--- src/rtl/lbist_pkg.sv ---
package lbist_pkg;

    typedef enum logic [2:0] {
        ST_IDLE    = 3'd0,
        ST_SHIFT   = 3'd1,
        ST_CAPTURE = 3'd2,
        ST_UNLOAD  = 3'd3,
        ST_COMPARE = 3'd4
    } lbist_state_e;

    localparam logic [15:0] LBIST_DEFAULT_SEED = 16'hACE1;
    localparam logic [15:0] LBIST_TAPS         = 16'hB400;

endpackage

--- src/rtl/lbist_prpg.sv ---
module lbist_prpg #(
    parameter int               WIDTH        = 16,
    parameter logic [WIDTH-1:0] TAPS         = 16'hB400,
    parameter logic [WIDTH-1:0] DEFAULT_SEED = 16'hACE1
) (
    input  logic             clk,
    input  logic             rst_n,
    input  logic             load_i,
    input  logic [WIDTH-1:0] seed_i,
    input  logic             step_i,
    output logic [WIDTH-1:0] state_o
);

    typedef struct packed {
        logic [WIDTH-1:0] lfsr;
    } prpg_reg_t;

    prpg_reg_t r_d, r_q;

    always_comb begin
        r_d = r_q;
        if (load_i) begin
            r_d.lfsr = (seed_i == '0) ? DEFAULT_SEED : seed_i;
        end else if (step_i) begin
            r_d.lfsr = {r_q.lfsr[WIDTH-2:0], ^(r_q.lfsr & TAPS)};
        end
    end

    always_ff @(posedge clk or negedge rst_n) begin
        if (!rst_n) begin
            r_q.lfsr <= DEFAULT_SEED;
        end else begin
            r_q <= r_d;
        end
    end

    assign state_o = r_q.lfsr;

    // an all-zero state would lock the generator
    assert_prpg_nonzero_R2: assert property (@(posedge clk) disable iff (!rst_n)
        r_q.lfsr != '0);

    // a step shifts the register left by one
    assert_prpg_shift_R2: assert property (@(posedge clk) disable iff (!rst_n)
        (step_i && !load_i) |=> r_q.lfsr[WIDTH-1:1] == $past(r_q.lfsr[WIDTH-2:0]));

endmodule

--- src/rtl/lbist_misr.sv ---
module lbist_misr #(
    parameter int               WIDTH = 16,
    parameter int               N_IN  = 4,
    parameter logic [WIDTH-1:0] TAPS  = 16'hB400
) (
    input  logic             clk,
    input  logic             rst_n,
    input  logic             clear_i,
    input  logic             step_i,
    input  logic [N_IN-1:0]  data_i,
    output logic [WIDTH-1:0] sig_o
);

    localparam int PAD_W = WIDTH - N_IN;

    typedef struct packed {
        logic [WIDTH-1:0] sig;
    } misr_reg_t;

    misr_reg_t r_d, r_q;

    always_comb begin
        r_d = r_q;
        if (clear_i) begin
            r_d.sig = '0;
        end else if (step_i) begin
            r_d.sig = {r_q.sig[WIDTH-2:0], ^(r_q.sig & TAPS)} ^ {{PAD_W{1'b0}}, data_i};
        end
    end

    always_ff @(posedge clk or negedge rst_n) begin
        if (!rst_n) begin
            r_q.sig <= '0;
        end else begin
            r_q <= r_d;
        end
    end

    assign sig_o = r_q.sig;

    // clearing at start empties the signature
    assert_misr_clear_R5: assert property (@(posedge clk) disable iff (!rst_n)
        clear_i |=> sig_o == '0);

    // without a step or clear the signature holds
    assert_misr_hold_R5: assert property (@(posedge clk) disable iff (!rst_n)
        (!clear_i && !step_i) |=> $stable(sig_o));

endmodule

--- src/rtl/lbist_scan_cut.sv ---
module lbist_scan_cut #(
    parameter int N_CHAINS  = 4,
    parameter int CHAIN_LEN = 8,
    localparam int N_FLOPS  = N_CHAINS * CHAIN_LEN,
    localparam int IDX_W    = $clog2(N_FLOPS)
) (
    input  logic                clk,
    input  logic                rst_n,
    input  logic                clear_i,
    input  logic                shift_i,
    input  logic                capture_i,
    input  logic [N_CHAINS-1:0] scan_in_i,
    output logic [N_CHAINS-1:0] scan_out_o,
    input  logic                fault_en_i,
    input  logic [IDX_W-1:0]    fault_idx_i
);

    typedef struct packed {
        logic [N_FLOPS-1:0] flops;
    } cut_reg_t;

    cut_reg_t r_d, r_q;
    logic [N_FLOPS-1:0] resp;
    logic [N_FLOPS-1:0] shifted;

    // combinational circuit under test between the chain flops
    always_comb begin
        for (int i = 0; i < N_FLOPS; i++) begin
            resp[i] = r_q.flops[(i + 7) % N_FLOPS]
                    ^ (r_q.flops[(i + 1) % N_FLOPS] & ~r_q.flops[(i + 13) % N_FLOPS]);
            if (fault_en_i && (fault_idx_i == IDX_W'(i))) begin
                resp[i] = 1'b0;
            end
        end
    end

    for (genvar c = 0; c < N_CHAINS; c++) begin : g_chain
        assign shifted[c*CHAIN_LEN +: CHAIN_LEN] =
            {r_q.flops[c*CHAIN_LEN +: CHAIN_LEN-1], scan_in_i[c]};
        assign scan_out_o[c] = r_q.flops[c*CHAIN_LEN + CHAIN_LEN - 1];
    end

    always_comb begin
        r_d = r_q;
        if (clear_i) begin
            r_d.flops = '0;
        end else if (shift_i) begin
            r_d.flops = shifted;
        end else if (capture_i) begin
            r_d.flops = resp;
        end
    end

    always_ff @(posedge clk or negedge rst_n) begin
        if (!rst_n) begin
            r_q.flops <= '0;
        end else begin
            r_q <= r_d;
        end
    end

    // the injected site reads zero after a capture
    assert_fault_site_R10: assert property (@(posedge clk) disable iff (!rst_n)
        (capture_i && !clear_i && !shift_i && fault_en_i) |=> r_q.flops[$past(fault_idx_i)] == 1'b0);

    // chain 0 serial input lands in its first flop
    assert_scan_in_R3: assert property (@(posedge clk) disable iff (!rst_n)
        (shift_i && !clear_i) |=> r_q.flops[0] == $past(scan_in_i[0]));

endmodule

--- src/rtl/lbist_engine.sv ---
module lbist_engine
    import lbist_pkg::*;
#(
    parameter int               WIDTH        = 16,
    parameter int               N_CHAINS     = 4,
    parameter int               CHAIN_LEN    = 8,
    parameter int               CNT_W        = 16,
    parameter logic [WIDTH-1:0] TAPS         = LBIST_TAPS,
    parameter logic [WIDTH-1:0] DEFAULT_SEED = LBIST_DEFAULT_SEED,
    localparam int              FAULT_W      = $clog2(N_CHAINS * CHAIN_LEN)
) (
    input  logic               clk,
    input  logic               rst_n,
    input  logic               start_i,
    input  logic [WIDTH-1:0]   seed_i,
    input  logic [CNT_W-1:0]   pat_count_i,
    input  logic [WIDTH-1:0]   golden_i,
    input  logic               fault_en_i,
    input  logic [FAULT_W-1:0] fault_idx_i,
    output logic               busy_o,
    output logic               done_o,
    output logic               pass_o,
    output logic [WIDTH-1:0]   signature_o
);

    localparam int                 BIT_W    = (CHAIN_LEN > 1) ? $clog2(CHAIN_LEN) : 1;
    localparam int                 STRIDE   = WIDTH / N_CHAINS;
    localparam logic [BIT_W-1:0]   LAST_BIT = BIT_W'(CHAIN_LEN - 1);

    typedef struct packed {
        lbist_state_e       state;
        logic [CNT_W-1:0]   pats;
        logic [BIT_W-1:0]   bits;
        logic [WIDTH-1:0]   golden;
        logic               done;
        logic               pass;
    } ctl_t;

    ctl_t c_d, c_q;

    logic                accept;
    logic                scan_shift;
    logic                prpg_step;
    logic                capture;
    logic [WIDTH-1:0]    prpg_state;
    logic [WIDTH-1:0]    sig;
    logic [N_CHAINS-1:0] chain_in;
    logic [N_CHAINS-1:0] chain_out;

    assign accept     = start_i && (c_q.state == ST_IDLE);
    assign prpg_step  = (c_q.state == ST_SHIFT);
    assign scan_shift = (c_q.state == ST_SHIFT) || (c_q.state == ST_UNLOAD);
    assign capture    = (c_q.state == ST_CAPTURE);

    for (genvar c = 0; c < N_CHAINS; c++) begin : g_tap
        assign chain_in[c] = prpg_state[c*STRIDE + STRIDE - 1];
    end

    lbist_prpg #(
        .WIDTH        (WIDTH),
        .TAPS         (TAPS),
        .DEFAULT_SEED (DEFAULT_SEED)
    ) i_prpg (
        .clk     (clk),
        .rst_n   (rst_n),
        .load_i  (accept),
        .seed_i  (seed_i),
        .step_i  (prpg_step),
        .state_o (prpg_state)
    );

    lbist_scan_cut #(
        .N_CHAINS  (N_CHAINS),
        .CHAIN_LEN (CHAIN_LEN)
    ) i_cut (
        .clk         (clk),
        .rst_n       (rst_n),
        .clear_i     (accept),
        .shift_i     (scan_shift),
        .capture_i   (capture),
        .scan_in_i   (chain_in),
        .scan_out_o  (chain_out),
        .fault_en_i  (fault_en_i),
        .fault_idx_i (fault_idx_i)
    );

    lbist_misr #(
        .WIDTH (WIDTH),
        .N_IN  (N_CHAINS),
        .TAPS  (TAPS)
    ) i_misr (
        .clk     (clk),
        .rst_n   (rst_n),
        .clear_i (accept),
        .step_i  (scan_shift),
        .data_i  (chain_out),
        .sig_o   (sig)
    );

    // sequencer: shift, capture, final unload, compare
    always_comb begin
        c_d = c_q;
        unique case (c_q.state)
            ST_IDLE: begin
                if (start_i) begin
                    c_d.golden = golden_i;
                    c_d.pats   = pat_count_i;
                    c_d.bits   = '0;
                    c_d.done   = 1'b0;
                    c_d.pass   = 1'b0;
                    c_d.state  = (pat_count_i == '0) ? ST_UNLOAD : ST_SHIFT;
                end
            end
            ST_SHIFT: begin
                c_d.bits = c_q.bits + 1'b1;
                if (c_q.bits == LAST_BIT) begin
                    c_d.bits  = '0;
                    c_d.state = ST_CAPTURE;
                end
            end
            ST_CAPTURE: begin
                c_d.pats  = c_q.pats - 1'b1;
                c_d.state = (c_q.pats == CNT_W'(1)) ? ST_UNLOAD : ST_SHIFT;
            end
            ST_UNLOAD: begin
                c_d.bits = c_q.bits + 1'b1;
                if (c_q.bits == LAST_BIT) begin
                    c_d.bits  = '0;
                    c_d.state = ST_COMPARE;
                end
            end
            ST_COMPARE: begin
                c_d.done  = 1'b1;
                c_d.pass  = (sig == c_q.golden);
                c_d.state = ST_IDLE;
            end
            default: c_d.state = ST_IDLE;
        endcase
    end

    always_ff @(posedge clk or negedge rst_n) begin
        if (!rst_n) begin
            c_q.state  <= ST_IDLE;
            c_q.pats   <= '0;
            c_q.bits   <= '0;
            c_q.golden <= '0;
            c_q.done   <= 1'b0;
            c_q.pass   <= 1'b0;
        end else begin
            c_q <= c_d;
        end
    end

    assign busy_o      = (c_q.state != ST_IDLE);
    assign done_o      = c_q.done;
    assign pass_o      = c_q.pass;
    assign signature_o = sig;

    // result held until the next accepted start
    assert_done_hold_R7: assert property (@(posedge clk) disable iff (!rst_n)
        (done_o && !start_i) |=> done_o && $stable(pass_o) && $stable(signature_o));

    // busy and done never overlap
    assert_busy_done_excl_R7: assert property (@(posedge clk) disable iff (!rst_n)
        !(busy_o && done_o));

    // verdict agrees with the signature seen at completion
    assert_verdict_R7: assert property (@(posedge clk) disable iff (!rst_n)
        $rose(done_o) |-> (pass_o == (signature_o == c_q.golden)));

    // a start while busy leaves the latched golden value alone
    assert_start_ignored_R8: assert property (@(posedge clk) disable iff (!rst_n)
        (start_i && busy_o) |=> $stable(c_q.golden));

    // capture lasts exactly one clock
    assert_single_capture_R6: assert property (@(posedge clk) disable iff (!rst_n)
        capture |=> !capture);

endmodule

--- config.mk ---
export PLATFORM = sky130hd
export DESIGN_NAME = lbist_engine
export DESIGN_NICKNAME = d
export VERILOG_FILES = /design/src/rtl/lbist_pkg.sv /design/src/rtl/lbist_prpg.sv /design/src/rtl/lbist_misr.sv /design/src/rtl/lbist_scan_cut.sv /design/src/rtl/lbist_engine.sv
export SDC_FILE = /design/constraint.sdc
export NUM_CORES = 1
export LEC_CHECK = 0
export ABC_CLOCK_PERIOD_IN_PS = 2700
export BUFFER_PORTS_ARGS = -buffer_cell sky130_fd_sc_hd__buf_2
export CORE_ASPECT_RATIO = 1.75
export CORE_MARGIN = 4
export CORE_UTILIZATION = 50
export CTS_CLUSTER_SIZE = 10
export DETAILED_ROUTE_END_ITERATION = 16
export PLACE_DENSITY = 0.7
export SLEW_MARGIN = 25
export SYNTH_ARGS = -nofsm -noshare
export SYNTH_HDL_FRONTEND = slang
export SYNTH_HIERARCHICAL = 1
export SYNTH_SLANG_ARGS = --single-unit
--- constraint.sdc ---
create_clock -name clk -period 2.7 [get_ports clk]
set_input_delay 0.135 -clock clk [delete_from_list [all_inputs] [get_ports clk]]
set_output_delay 0.135 -clock clk [all_outputs]
set_load 0.02 [all_outputs]
==> run_results.csv, run 1 <==
group,metric,value,unit
worst_setup_path,path_delay_family,"simple AND/OR/NAND/NOR gates",
global_routing,grt_pass1_vias,5281,
global_routing,gr-total-overflow,0,
place,place_inst,801,
flow_run,cap_violations,0,
cells_and_area,final_util,58.74,%
yosys,synthTopCellsByArea,"dfrtp_1 40%, xnor2_1 5.5%, nand2_1 4.7%, nor3b_1 4.0%, nor2b_1 3.6%",
drt,drt_iter0_markers,256,
worst_setup_path,worstPathRequired,2970,ps
timing,worstMarginPinSlew,812.7,ps
worst_setup_path,max_stage_delay,610,ps
place,dp_hpwl,10.81,mm
timing,finalCritPeriodShare,82.83,%
timing,fin_skew,9.817,ps
drt,post-route-drc-count,0,
yosys,synth_edf_count,0,
drt,wire_per_inst,19.02,µm
place,pre_cts_ws,497.0,ps
yosys,synthFlopType,"dfrtp_1",
timing,max-slew-margin-rel,45.08,%
yosys,synthArstFlopShare,100.0,%
worst_setup_path,crit_path_start_kind,"flip-flop",
timing,hold_viol_final,0,
yosys,ys_seq_elements,104,
pwr,finalPower,7853,µW
floorplan,die_w,90.99,µm
place,place.gp.congestion,0.8393,
worst_setup_path,startpoint,"c_q[38]",
yosys,synth.top_cell.area_share,39.87,%
timing,slew_violations,0,
clock_network,clkTransAtPathRegs,80,ps
worst_setup_path,crit_path_top_delay_cell,"or3b_1",
yosys,yosys_warnings,6,
clock_network,clock_tree.root_cell,"clkbuf_16",
floorplan,fp.dieH,153.2,µm
status,status,"finished clean",
floorplan,core_area,11710,µm²
yosys,synth.most_common_cell,"dfrtp_1",
yosys,syn_nets,686,
cells_and_area,n_antenna_cell,0,
worst_setup_path,r2r_start,"c_q[38]",
floorplan,die_area,13940,µm²
yosys,synth_top_area_cell,"dfrtp_1",
worst_setup_path,critPathKind,"flip-flop to flip-flop",
floorplan,row_count,52,
global_routing,grt_pass1_wl,26.18,mm
worst_setup_path,cp_common_cell,"or3b_1",
yosys,yosysSeqAreaShare,43.36,%
clock_network,clk_path_buf_depth,2,
hold_path,hold_path.startpoint,"golden_i[8]",
drt,postRouteAntennaNets,0,
clock_network,cts_tree,"yes",
yosys,syn_area,6026,µm²
timing,rsz0062_at_grt,"no",
cells_and_area,drive_above_1_share,19.34,%
yosys,synth_common_cells,"96 x dfrtp_1, 76 x nand2_1, 38 x xnor2_1, 37 x a21oi_1, 35 x nor2b_1",
worst_setup_path,arrival,2500,ps
global_routing,grt_antenna_before_repair,0,
global_routing,grt_max_degree,84,
timing,tns,0,ps
clock_network,htreeDepth,3,
timing,min_period,2236,ps
worst_setup_path,path_cells,"or3b_1, clkinv_4, or3b_1, a31o_2, o22ai_1",
clock_network,worstSkewPairLatency,350,ps
yosys,ys_types,63,
yosys,syn_inst,625,
pwr,vdd_drop_max,0.0006776,V
yosys,syn_avg_cell_area,9.641,µm²
drt,drtPass1Iterations,5,
cells_and_area,finalNonFillerCells,833,
pwr,cellPowerDensity,1142,nW/µm²
pwr,leakagePower,0.002968,µW
timing,final-setup-viol-count,0,
global_routing,grtUsageTotal,23.10,%
drt,num_vias,5139,
drt,drt-total-wl,15.84,mm
drt,avgViaCountPerCell,6.169,
clock_network,cts_buffers,9,
floorplan,io_pins,76,
cells_and_area,nNetsFinal,754,
worst_setup_path,cp_num_buf_inv,1,
floorplan,start_util,51.45,%
hold_path,hold_class,"input pin to flip-flop",
worst_setup_path,cp_max_fo,14,
timing,timing.final.ws_setup,463.7,ps
place,portBuffers,75,
clock_network,cts.sinks,104,
worst_setup_path,endpoint_kind,"flip-flop",
timing,fmaxAchievable,447.2,MHz
cells_and_area,synthToLayoutAreaGrowth,14.16,%
[area by class of cell]
| class | count | area, µm² |
|---|---|---|
| sequential | 104 | 2613 |
| fill | 1029 | 4832 |
| clock inverter | 6 | 72.57 |
| clock buffer | 10 | 229.0 |
| inverter | 6 | 27.53 |
| multi-input combinational | 471 | 3131 |
| tap | 135 | 168.9 |
| timing repair buffer | 101 | 638.1 |
[final timing paths]
| path | endpoint | slack (ps) | cells after the start |
|---|---|---|---|
| min in group asynchronous | c_q[10] | 370 | 2 |
| min reg2reg | done_o | 480 | 2 |
| max in group asynchronous | i_cut/r_q[14] | 1590 | 3 |
| min | c_q[10] | 10 | 3 |
| max reg2reg | i_cut/r_q[7] | 460 | 5 |
| max | i_cut/r_q[7] | 460 | 5 |
[layer usage]
layer	wire, µm	track usage [%]	part of all wire (%)	vias to the layer above
met2	8435	41.39	53	178
met1	5972	26.12	38	2523
met5	0	0	0	-
li1	-	-	-	2392
met4	672	11.87	4.2	0
met3	762	3.689	4.8	46
[placed cells by master, fill, tap and decap left out, drive strengths merged, types with 4 or more instances in the layout]
master       netlist  routed
ha                 4       4
inv                5       9
o32ai             11      11
nor2              30      30
nor3b             33      33
nand3             11      11
o22ai             21      21
dfrtp             96      96
buf               23      85
nand2b             7       7
o22a               7       7
nor2b             35      35
xnor2             38      38
dfstp              8       8
nor4              14      14
o211ai             5       5
clkbuf            21      10
o21ai             27      27
mux2               7       7
a221o              5       5
nor3              11      11
mux2i             21      21
nand2             76      76
dlygate4sd3        0      16
a211oi             8       8
a21oi             37      37
xor2              18      18
[stage by stage]
stage	hold slack (ps)	area, µm²
2_1_floorplan	-160.6	6026
3_3_place_gp	222.1	6417
3_5_place_dp	229.2	6417
4_1_cts	1.018	6879
5_1_grt	22.99	6879
6_report	12.58	6879
[worst reg2reg max path: cells and delay by family, from the launching register on]
kind	cells	cell delay, ps
buffers and inverters	1	140
and+or+nand+nor	2	1130
AOI/OAI and AO/OA	2	420
DFF	1	480
[state kept, by name (all words and copies together) (netlist names)]
register / flops
i_cut/r_q: 32
i_misr/sig_o: 16
i_prpg/state_o: 16
done_o: 1
pass_o: 1
c_q: 38
[report_power, final]
| group | internal, µW | total (µW) | leakage, µW | switching (µW) |
|---|---|---|---|---|
| registers | 2330 | 3200 | 0.00127 | 871 |
| logic | 1670 | 3300 | 0.00155 | 1630 |
| clock network | 734 | 1350 | 0.000144 | 615 |
[what timing repair did]
| item | in CTS | in global routing |
|---|---|---|
| hold endpoints to repair | 59 | 0 |
| setup buffers | 0 | 0 |
| resized for setup | 0 | 0 |
| hold buffers | 16 | 0 |
[cell families (layout without fill, tap and decap cells)]
group | Yosys count | count (layout) | synth area share [%]
adders and majority gates | 4 | 4 | 0.8306
AOI/OAI and AO/OA | 140 | 140 | 15.51
DFF | 104 | 104 | 43.36
buffers and inverters | 50 | 123 | 4.692
and+or+nand+nor | 242 | 242 | 22.24
xor gates and xnor gates | 57 | 57 | 8.513
muxes | 28 | 28 | 4.859
No activity file was read; power rests on OpenSTA's default activity.
==> run 2, diff against run 1 <==
ABC_CLOCK_PERIOD_IN_PS = 2200   (was 2700)
clock period = 2.2 ns   (was 2.7 ns; I/O delays follow)
==> run 2 against run 1 <==
  * Setup slack lost 290 ps
  * Final area increased by 2.4%
  * Global-route usage rose by 0.86 points
  * Wire length up 2.8%
  * Critical path type unchanged
  * Critical endpoint is now i_cut/r_q[19]
  * Largest cell class unchanged
  * Largest power group unchanged
  * Highest routed layer unchanged
==> run_results.csv, run 2 (same netlist as run 1, synthesis figures left out) <==
group,metric,value,unit
drt,num_vias,5147,
clock_network,clkTransAtPathRegs,80,ps
clock_network,clk_path_buf_depth,2,
cells_and_area,fin_area,7042,µm²
clock_network,worstSkewPairLatency,360,ps
place,place_area,6500,µm²
pwr,leakagePower,0.003050,µW
flow_run,cap_violations,0,
pwr,vdd_drop_max,0.0006226,V
clock_network,clock_tree.root_cell,"clkbuf_16",
timing,tns,0,ps
floorplan,row_count,52,
floorplan,die_area,13940,µm²
clock_network,htreeDepth,3,
cells_and_area,largest_reg_flops,38,
worst_setup_path,worstPathRequired,2470,ps
worst_setup_path,max_stage_delay,470,ps
worst_setup_path,path_delay_family,"simple AND/OR/NAND/NOR gates",
drt,avgViaCountPerCell,6.070,
clock_network,cts_buffers,9,
global_routing,grt_antenna_before_repair,0,
timing,fmaxAchievable,493.1,MHz
floorplan,start_util,51.45,%
drt,post-route-drc-count,0,
worst_setup_path,path_cells,"or3b_1, clkinv_4, buf_4, nor3b_2, buf_4, o41ai_1, o22ai_1",
status,status,"finished clean",
cells_and_area,drive_above_1_share,19.92,%
clock_network,cts_setup_buffers,0,
worst_setup_path,cp_max_fo,18,
floorplan,die_w,90.99,µm
timing,fin_skew,10.72,ps
cells_and_area,final_cell_mix,"96 x dfrtp_1, 76 x nand2_1, 74 x buf_2",
drt,wire_per_inst,19.20,µm
timing,final-setup-viol-count,0,
hold_path,hold_class,"input pin to flip-flop",
timing,min_period,2028,ps
place,dp_hpwl,11.40,mm
global_routing,grt_max_degree,67,
drt,drt-total-wl,16.28,mm
global_routing,grt_pass1_wl,26.87,mm
cells_and_area,nNetsFinal,769,
timing,rsz0062_at_grt,"no",
cells_and_area,final_common_cell,"dfrtp_1",
clock_network,cts.sinks,104,
timing,slew_violations,0,
timing,max-slew-margin-rel,47.78,%
worst_setup_path,critPathKind,"flip-flop to flip-flop",
worst_setup_path,cp_common_cell,"buf_4",
timing,finalCritPeriodShare,92.18,%
worst_setup_path,cp_num_buf_inv,3,
worst_setup_path,crit_path_top_delay_cell,"or3b_1",
timing,worstMarginPinSlew,772.8,ps
global_routing,grtUsageTotal,23.96,%
drt,postRouteAntennaNets,0,
global_routing,grt_pass1_vias,5285,
cells_and_area,fillers,1004,
place,place.gp.congestion,0.8673,
cells_and_area,n_antenna_cell,0,
floorplan,fp.dieH,153.2,µm
worst_setup_path,arrival,2300,ps
worst_setup_path,crit_path_start_kind,"flip-flop",
floorplan,io_pins,76,
pwr,cellPowerDensity,1376,nW/µm²
drt,drt_iter0_markers,253,
floorplan,core_area,11710,µm²
worst_setup_path,endpoint_kind,"flip-flop",
clock_network,cts_tree,"yes",
cells_and_area,top_register,"c_q",
global_routing,gr-total-overflow,0,
cells_and_area,synthToLayoutAreaGrowth,16.86,%
place,portBuffers,75,
timing,hold_viol_final,0,
drt,drtPass1Iterations,4,
cells_and_area,largestRegisters,"c_q x38, i_cut/r_q x32",
-- run 2: cell types whose count changed in the layout (fill, tap and decap cells not counted), sizes merged --
cell / delta
dlygate4sd3: +9
buf: +6
clkinvlp: -1
bufinv: -1
clkinv: +2
-- run 2: repair_timing --
action,CTS,global route
hold buffers,25,0
gates resized for setup,0,1
hold endpoints to repair,68,0
setup endpoints to repair,0,3
-- run 2: cell type report --
class	count	area, µm²	share of cell area [%]
Multi-Input combinational cell	471	3133	44.49
Clock buffer	10	229.0	3.252
Timing Repair Buffer	116	810.8	11.51
Sequential cell	104	2613	37.10
Clock inverter	6	60.06	0.8529
Inverter	6	27.53	0.3909
Tap cell	135	168.9	2.399
-- run 2: worst paths after layout --
path,from,endpoint,slack (ps),cells after the start
setup / recovery,c_q[37],i_cut/r_q[19],170,7
max in group asynchronous,rst_n,i_prpg/state_o[5],1160,3
setup reg to reg,c_q[37],i_cut/r_q[19],170,7
min in group asynchronous,rst_n,c_q[9],320,2
hold / removal,seed_i[12],i_prpg/state_o[12],9,3
hold reg to reg,done_o,done_o,500,2
-- run 2: layer usage --
| metal | global-route usage (%) | part of all wire (%) | vias to the layer above |
|---|---|---|---|
| li1 | - | - | 2430 |
| met1 | 27.86 | 39 | 2499 |
| met2 | 42.09 | 53 | 172 |
| met3 | 3.935 | 4.5 | 46 |
| met4 | 12.09 | 3.9 | 0 |
| met5 | 0 | 0 | - |
-- run 2: report_power, final --
part           internal [µW]  total (µW)  switching, µW  leakage (µW)
sequential              2860        3940           1080       0.00127
clock                    801        1580            778      0.000143
combinational           2110        4170           2050       0.00163
-- run 2: per-stage QoR --
step	setup WS, ps	power (µW)	hold slack, ps	utilization (%)	std cells
floorplan	21.21	6936	-185.6	-	625
global placement	181.4	7923	170.7	55.50	807
detailed placement	95.68	8093	169.1	55.50	807
CTS	96.01	9749	0.1434	60.11	848
global route	36.62	10390	3.732	60.13	848
finish	172.0	9690	8.795	60.13	848
-- run 2: worst min-delay path, delay by kind of cell --
family | cells | cell delay [ps]
buf+inv | 1 | 90
compound gates | 1 | 70
simple gates | 1 | 50
==> run 3, diff against run 2 <==
CORE_ASPECT_RATIO = default   (was 1.75)
==> run 3 against run 2 <==
  * Clock power grew 3%
  * First-iteration DRC count up 82%
  * Wire length is 3.3% lower
  * Cell count grew 1.3%
  * Register-to-register slack got worse by 50 ps
  * Non-clock buffer count increased by 3
  * Count of clock-buffer cells in the layout is 3 higher
  * Largest cell class unchanged
  * Highest routed layer unchanged
==> run_results.csv, run 3 (same netlist as run 1, synthesis figures left out) <==
group,metric,value,unit
status,status,"finished clean",
cells_and_area,top_register,"c_q",
pwr,finalPower,9685,µW
clock_network,clk_path_buf_depth,2,
floorplan,row_count,39,
timing,max-slew-margin-rel,47.17,%
drt,drt_iter0_markers,460,
cells_and_area,synthToLayoutAreaGrowth,17.23,%
clock_network,clock_tree.root_cell,"clkbuf_16",
drt,drtPass1Iterations,5,
cells_and_area,fillers,982,
drt,drt-total-wl,15.74,mm
clock_network,clkTransAtPathRegs,70,ps
timing,rsz0062_at_grt,"no",
worst_setup_path,cp_max_fo,14,
place,dp_hpwl,10.32,mm
timing,fmaxAchievable,481.1,MHz
cells_and_area,largest_reg_flops,38,
clock_network,cts_buffers,9,
drt,post-route-drc-count,0,
place,portBuffers,75,
global_routing,grtUsageTotal,23.12,%
pwr,leakagePower,0.003053,µW
cells_and_area,nNetsFinal,772,
timing,timing.hold.ws,13.49,ps
cells_and_area,n_antenna_cell,0,
cells_and_area,drive_above_1_share,19.13,%
timing,min_period,2078,ps
worst_setup_path,worstPathRequired,2430,ps
timing,fin_skew,8.069,ps
timing,tns,0,ps
cells_and_area,final_util,60.83,%
floorplan,die_w,117.8,µm
timing,worstMarginPinSlew,781.8,ps
timing,hold_viol_final,0,
drt,wire_per_inst,18.32,µm
cells_and_area,multi_input_area,3131,µm²
floorplan,core_area,11610,µm²
global_routing,grt_pass1_wl,26.57,mm
floorplan,die_area,13870,µm²
drt,num_vias,5110,
cells_and_area,final_common_cell,"dfrtp_1",
clock_network,cts_tree,"yes",
pwr,vdd_drop_max,0.0007925,V
cells_and_area,largestRegisters,"c_q x38, i_cut/r_q x32",
cells_and_area,seqCellArea,2613,µm²
flow_run,cap_violations,0,
global_routing,gr-total-overflow,0,
worst_setup_path,endpoint_kind,"flip-flop",
clock_network,cts_setup_buffers,0,
worst_setup_path,arrival,2310,ps
floorplan,fp.dieH,117.8,µm
clock_network,worstSkewPairLatency,350,ps
worst_setup_path,critPathKind,"flip-flop to flip-flop",
timing,finalCritPeriodShare,94.47,%
worst_setup_path,crit_path_start_kind,"flip-flop",
pwr,cellPowerDensity,1371,nW/µm²
timing,final-setup-viol-count,0,
timing,slew_violations,0,
global_routing,grt_max_degree,89,
clock_network,cts.sinks,104,
hold_path,hold_class,"input pin to flip-flop",
drt,postRouteAntennaNets,0,
clock_network,htreeDepth,3,
global_routing,grt_pass1_vias,5085,
floorplan,io_pins,76,
place,place.gp.congestion,0.8299,
global_routing,grt_antenna_before_repair,0,
drt,avgViaCountPerCell,5.949,
clock_network,ctsResizeCount,0,
floorplan,start_util,51.89,%
cells_and_area,final_cell_mix,"96 x dfrtp_1, 76 x nand2_1, 74 x buf_2",
-- run 3: cell count changes in the layout (fill, tap and decap cells not counted), sizes merged --
| cell | previous run | this run |
|---|---|---|
| dlygate4sd3 | 25 | 30 |
| inv | 9 | 5 |
| clkbuf | 10 | 13 |
| buf | 91 | 89 |
| bufinv | 0 | 1 |
-- run 3: report_power, final --
group | switching, µW | internal [µW] | leakage, µW
clock network | 717 | 916 | 0.000144
logic | 2020 | 2090 | 0.00164
registers | 1080 | 2870 | 0.00127
total | 3810 | 5870 | 0.00305
-- run 3: final timing paths --
| path | start | endpoint | slack [ps] | depth (start not counted) |
|---|---|---|---|---|
| min in group asynchronous | rst_n | c_q[31] | 290 | 2 |
| min reg2reg | done_o | done_o | 480 | 2 |
| max reg2reg | c_q[37] | i_cut/r_q[5] | 120 | 4 |
| min | pat_count_i[8] | c_q[29] | 10 | 3 |
| max in group asynchronous | rst_n | i_cut/r_q[2] | 1140 | 3 |
| max | c_q[37] | i_cut/r_q[5] | 120 | 4 |
-- run 3: layout make-up --
class	count	area share, %
clock buffer	13	3.542
clock inverter	3	0.6199
inverter	6	0.3897
multi-input combinational	471	44.31
sequential	104	36.98
tap	143	2.533
timing repair buffer	119	11.62
-- run 3: per-layer routing --
| metal | up-vias | GRT usage, % | wire length [µm] |
|---|---|---|---|
| met1 | 2503 | 32.82 | 7236 |
| met2 | 153 | 35.86 | 7457 |
| met5 | - | 0 | 0 |
| met3 | 19 | 4.421 | 806 |
| met4 | 0 | 7.399 | 238 |
| li1 | 2435 | - | - |
-- run 3: worst max-delay path: stages, from the launching register on --
cell	delay [ps]
dfrtp_1	440
or3b_1	460
clkinv_4	60
or3b_1	590
o32ai_1	410
-- run 3: stage by stage --
stage	cells	cell area [µm²]	worst slack, ps
floorplan	625	6026	21.21
global placement	813	6470	201.8
CTS	859	7064	141.9
detailed placement	813	6470	173.2
global route	859	7064	61.93
finish	859	7064	121.6
-- run 3: timing repair --
| item | CTS | global route |
|---|---|---|
| endpoints found under the setup margin | 0 | 0 |
| hold buffers | 30 | 0 |
| endpoints found under the hold margin | 70 | 0 |
